==> src/rtl/smt_mode_pkg.sv <==
package smt_mode_pkg;

    localparam int unsigned THREADS = 2;

    // Bit k set means thread (1-k) is halted.
    typedef enum logic [1:0] {
        MODE_DUAL  = 2'b00,
        MODE_SOLO0 = 2'b01,
        MODE_SOLO1 = 2'b10,
        MODE_SLEEP = 2'b11
    } smt_mode_e;

    function automatic logic thread_runs(smt_mode_e m, int unsigned t);
        logic r;
        unique case (m)
            MODE_DUAL:  r = 1'b1;
            MODE_SOLO0: r = (t == 0);
            MODE_SOLO1: r = (t == 1);
            MODE_SLEEP: r = 1'b0;
            default:    r = 1'b0;
        endcase
        return r;
    endfunction

endpackage

==> src/rtl/smt_event_qualify.sv <==
module smt_event_qualify
    import smt_mode_pkg::*;
#(
    parameter int unsigned N = THREADS
) (
    input  smt_mode_e        cur_mode,
    input  logic [N-1:0]     halt_ev,
    input  logic [N-1:0]     intr_ev,
    output logic [N-1:0]     sleep_go,
    output logic [N-1:0]     wake_go
);

    for (genvar t = 0; t < N; t++) begin : g_thr
        logic running;
        always_comb begin
            running     = thread_runs(cur_mode, t);
            // An interrupt on the same thread overrides its halt.
            sleep_go[t] = running & halt_ev[t] & ~intr_ev[t];
            wake_go[t]  = ~running & intr_ev[t];
        end
    end

endmodule

==> src/rtl/smt_mode_fsm.sv <==
module smt_mode_fsm
    import smt_mode_pkg::*;
(
    input  logic       clk,
    input  logic       rst_n,
    input  logic [1:0] halt_ev,
    input  logic [1:0] intr_ev,
    input  logic [1:0] sleep_go,
    input  logic [1:0] wake_go,
    output smt_mode_e  state
);

    smt_mode_e next_state;

    always_ff @(posedge clk) begin
        if (!rst_n) state <= MODE_DUAL;
        else        state <= next_state;
    end

    always_comb begin
        next_state = state;
        unique case (state)
            MODE_DUAL: begin
                if (sleep_go[0] && sleep_go[1]) next_state = MODE_SLEEP;  // drop_both
                else if (sleep_go[0])           next_state = MODE_SOLO1;  // drop0
                else if (sleep_go[1])           next_state = MODE_SOLO0;  // drop1
            end
            MODE_SOLO0: begin
                if (wake_go[1] && sleep_go[0])  next_state = MODE_SOLO1;  // swap01
                else if (wake_go[1])            next_state = MODE_DUAL;   // rejoin1
                else if (sleep_go[0])           next_state = MODE_SLEEP;  // retire0
            end
            MODE_SOLO1: begin
                if (wake_go[0] && sleep_go[1])  next_state = MODE_SOLO0;  // swap10
                else if (wake_go[0])            next_state = MODE_DUAL;   // rejoin0
                else if (sleep_go[1])           next_state = MODE_SLEEP;  // retire1
            end
            MODE_SLEEP: begin
                if (wake_go[0] && wake_go[1])   next_state = MODE_DUAL;   // rouse_both
                else if (wake_go[0])            next_state = MODE_SOLO0;  // rouse0
                else if (wake_go[1])            next_state = MODE_SOLO1;  // rouse1
            end
            default: next_state = MODE_DUAL;
        endcase
    end


    both_halt_sleep_chk: assert property (@(posedge clk) disable iff (!rst_n)
        (state == MODE_DUAL && halt_ev == 2'b11 && intr_ev == 2'b00) |=> state == MODE_SLEEP);


    last_halt_sleep_chk: assert property (@(posedge clk) disable iff (!rst_n)
        (state == MODE_SOLO0 && halt_ev[0] && intr_ev == 2'b00) |=> state == MODE_SLEEP);


    intr_beats_halt_chk: assert property (@(posedge clk) disable iff (!rst_n)
        (state == MODE_DUAL && intr_ev == 2'b11) |=> state == MODE_DUAL);


    sleep_hold_chk: assert property (@(posedge clk) disable iff (!rst_n)
        (state == MODE_SLEEP && intr_ev == 2'b00) |=> state == MODE_SLEEP);

endmodule

==> src/rtl/smt_mode_outputs.sv <==
module smt_mode_outputs
    import smt_mode_pkg::*;
(
    input  logic      clk,
    input  logic      rst_n,
    input  smt_mode_e state,
    output logic      merge_req,
    output logic      sleep_req
);

    logic solo_now;

    always_comb begin
        unique case (state)
            MODE_SOLO0, MODE_SOLO1: solo_now = 1'b1;
            default:                solo_now = 1'b0;
        endcase
        sleep_req = (state == MODE_SLEEP);
    end

    always_ff @(posedge clk) begin
        if (!rst_n) merge_req <= 1'b0;
        else        merge_req <= solo_now;
    end

endmodule

==> src/rtl/smt_mode_ctrl.sv <==
module smt_mode_ctrl
    import smt_mode_pkg::*;
(
    input  logic       clk,
    input  logic       rst_n,
    input  logic [1:0] halt_ev,
    input  logic [1:0] intr_ev,
    output logic [1:0] mode,
    output logic       merge_req,
    output logic       sleep_req
);

    smt_mode_e  state;
    logic [1:0] sleep_go;
    logic [1:0] wake_go;

    smt_event_qualify #(.N(THREADS)) u_qual (
        .cur_mode (state),
        .halt_ev  (halt_ev),
        .intr_ev  (intr_ev),
        .sleep_go (sleep_go),
        .wake_go  (wake_go)
    );

    smt_mode_fsm u_fsm (
        .clk      (clk),
        .rst_n    (rst_n),
        .halt_ev  (halt_ev),
        .intr_ev  (intr_ev),
        .sleep_go (sleep_go),
        .wake_go  (wake_go),
        .state    (state)
    );

    smt_mode_outputs u_out (
        .clk       (clk),
        .rst_n     (rst_n),
        .state     (state),
        .merge_req (merge_req),
        .sleep_req (sleep_req)
    );

    assign mode = state;


    merge_rise_chk: assert property (@(posedge clk) disable iff (!rst_n)
        $rose(merge_req) |-> ($past(mode) == 2'b01 || $past(mode) == 2'b10));


    drop0_chk: assert property (@(posedge clk) disable iff (!rst_n)
        (mode == 2'b00 && halt_ev == 2'b01 && intr_ev == 2'b00) |=> mode == 2'b10);

endmodule

==> config.mk <==
export PLATFORM = sky130hd
export DESIGN_NAME = smt_mode_ctrl
export DESIGN_NICKNAME = d
export VERILOG_FILES = /design/src/rtl/smt_mode_pkg.sv /design/src/rtl/smt_event_qualify.sv /design/src/rtl/smt_mode_fsm.sv /design/src/rtl/smt_mode_outputs.sv /design/src/rtl/smt_mode_ctrl.sv
export SDC_FILE = /design/constraint.sdc
export NUM_CORES = 1
export LEC_CHECK = 0
export CAP_MARGIN = 20
export CORE_AREA = 2 2 39 41
export DETAILED_ROUTE_END_ITERATION = 10
export DIE_AREA = 0 0 41 43
export PLACE_DENSITY_LB_ADDON = 0.12
export SLEW_MARGIN = 40
export SYNTH_ARGS = -nofsm -noshare
export SYNTH_HDL_FRONTEND = slang
export SYNTH_SLANG_ARGS = --single-unit
==> constraint.sdc <==
create_clock -name clk -period 2.6 [get_ports clk]
set_clock_uncertainty 0.1 [all_clocks]
set_input_delay 0.52 -clock clk [delete_from_list [all_inputs] [get_ports clk]]
set_output_delay 0.52 -clock clk [all_outputs]
set_load 0.05 [all_outputs]
==> results_dict.tcl <==
set metrics [dict create \
    ys_seq_elements 3 \
    hold_depth 2 \
    die_h_microns 43 \
    cts_tree "built" \
    dpl.hpwl_microns 541 \
    worstRegToRegCells 6 \
    num_rows 14 \
    fin_setup_tns_ns 0 \
    postSynthCellCount 35 \
    cts_made_buffers 3 \
    hp-class "reg -> reg" \
    worstSetupPathType "reg -> out" \
    wl_per_cell_microns 10.6 \
    route.vias.total 298 \
    syn_area_per_cell_sq_um 8.76 \
    slowest_delay_ns 0.84 \
    period_minus_slack_ns 2.38 \
    final_core_util_pct 32.0 \
    cp-end-kind "output port" \
    drive_gt1_share_pct 12.5 \
    synth_area_leader_cell "ha_1" \
    cts-root-buf "clkbuf_4" \
    place_congestion 0.753 \
    synth_common_cells "ha_1, inv_1, dfxtp_1" \
    cap_violations 0 \
    antenna_found_initial 0 \
    syn-num-nets 46 \
    p_per_area_nw_per_um2 1190 \
    post_drt_via_cell_ratio 4.66 \
    dieArea_sq_um 1760 \
    portBuffers 9 \
    max_freq_ghz 0.419 \
    worstSetupStartpointType "flop" \
    clk_pin_slew_ns 0.04 \
    die-width_microns 41 \
    slowest_stage "clkdlybuf4s50_1" \
    max-slew-margin-rel_pct 67.2 \
    drt_wl_total_microns 681 \
    area_delta_synth_final_pct 44.5 \
    async_flop_share_pct 0 \
    coreArea_sq_um 1380 \
    ctsResizeCount 0 \
    first_pass_iters 2 \
    cts_sinks 3 \
    p_leak_nw 0.185 \
    synth_edf_count 0 \
    stdcell_count 64 \
    grt_max_degree 7 \
    hold_buffers 0 \
    drt_iter0_drc 5 \
    start_util_pct 22.2 \
    crit_chain "ha_1 > clkdlybuf4s50_1" \
    yosysSeqAreaShare_pct 19.6 \
    finalHoldViolCount 0 \
    htree_num_levels 1 \
    clk_latency_ns 0.23 \
    ir_drop_mv 0.225 \
    syn_area_sq_um 307 \
    worstPathRequired_ns 1.98 \
    run_status "finished, final reports clean" \
    setup_viol 0 \
    io_pins 10 \
    crit_path_max_fanout 6 \
    diodes 0 \
    grt_pass1_vias 301 \
    maxSlewViolCount 0 \
    synth_top_flop_cell "dfxtp_1" \
    grt_pass1_wl_mm 1.15 \
    ys_types 21 \
    nNetsFinal 60 \
    drc 0 \
    worstMarginPinSlew_ns 0.490 \
    arrival_ns 1.76 \
    post_cts_buffers 0 \
    grt_util_all_layers_pct 9.51 \
    rsz0062_at_grt "false" \
    final.period_utilization_pct 91.7 \
    cts_buffer_depth 2 \
    grt.overflow.total 0 \
    yosys_warnings 0 \
    synth_top_area_share_pct 20.4 \
    postRouteAntennaNets 0 \
    placed_cells 60 \
    nFillCells 152 \
    synth_area_leaders "ha_1, dfxtp_1, inv_1" \
]
-- per-layer routing --
| layer | part of all wire (%) | GRT usage, % | up-vias |
|---|---|---|---|
| met2 | 52 | 15.6 | 6 |
| met3 | 3.5 | 1.57 | 0 |
| li1 | - | - | 156 |
| met1 | 44 | 10.5 | 136 |
| met5 | 0 | 0 | - |
| met4 | 0 | 6.00 | 0 |
-- critical path: cells and delay by family (launching register included) --
kind / cells / cell delay (ns)
adders and majority gates: 1 / 0.29
buffers and inverters: 1 / 0.84
DFF: 1 / 0.40
-- flip-flops by register name, indices dropped and copies added (netlist names) --
signal,count
u_out.merge_req,1
u_fsm.state,2
-- kinds of logic after synthesis --
| family | after synthesis | synth area share [%] |
|---|---|---|
| flip-flops | 3 | 19.6 |
| AND/OR/NAND/NOR | 11 | 25.3 |
| AO/OA/AOI/OAI | 11 | 28.6 |
| buffers and inverters | 5 | 6.12 |
| adder cells (fa/ha/maj) | 5 | 20.4 |
-- metrics by stage --
stage | area (sq um) | setup slack, ns | hold slack [ns] | power [mW]
after floorplan | 307 | 0.270 | 0.542 | 0.347
after global placement | 417 | 0.264 | 0.465 | 0.442
after detailed placement | 417 | 0.237 | 0.487 | 0.444
after CTS | 443 | 0.203 | 0.497 | 0.534
after global routing | 443 | 0.166 | 0.532 | 0.573
final | 443 | 0.215 | 0.490 | 0.526
-- worst paths after layout --
check	startpoint	to	slack [ns]
hold / removal	u_fsm.state[1]	u_fsm.state[1]	0.49
hold reg to reg	u_fsm.state[1]	u_fsm.state[1]	0.49
setup reg to reg	u_fsm.state[0]	u_fsm.state[0]	0.54
setup / recovery	u_fsm.state[1]	sleep_req	0.22
-- cell type report --
type / count / area [sq um] / share of cell area [%]
Multi-Input combinational cell: 27 / 228 / 51.4
Timing Repair Buffer: 9 / 90.1 / 20.3
Sequential cell: 3 / 60.1 / 13.6
Clock buffer: 4 / 26.3 / 5.93
Tap cell: 16 / 20.0 / 4.52
Inverter: 5 / 18.8 / 4.24
-- placed cells by master (no fill, tap or decap), types with 2 or more instances in the layout --
master / n
dfxtp_1: 3
ha_1: 5
inv_1: 5
a21oi_1: 2
or3b_1: 2
clkdlybuf4s50_1: 9
nor2_1: 2
o31ai_1: 2
clkbuf_4: 3
-- power breakdown --
| group | leakage (nW) | internal, mW | switching [mW] |
|---|---|---|---|
| Sequential | 0.0249 | 0.0681 | 0.0204 |
| Combinational | 0.145 | 0.142 | 0.212 |
| Clock | 0.0150 | 0.0576 | 0.0255 |
| Total | 0.185 | 0.268 | 0.258 |
Power figures use the tool's default switching activity.
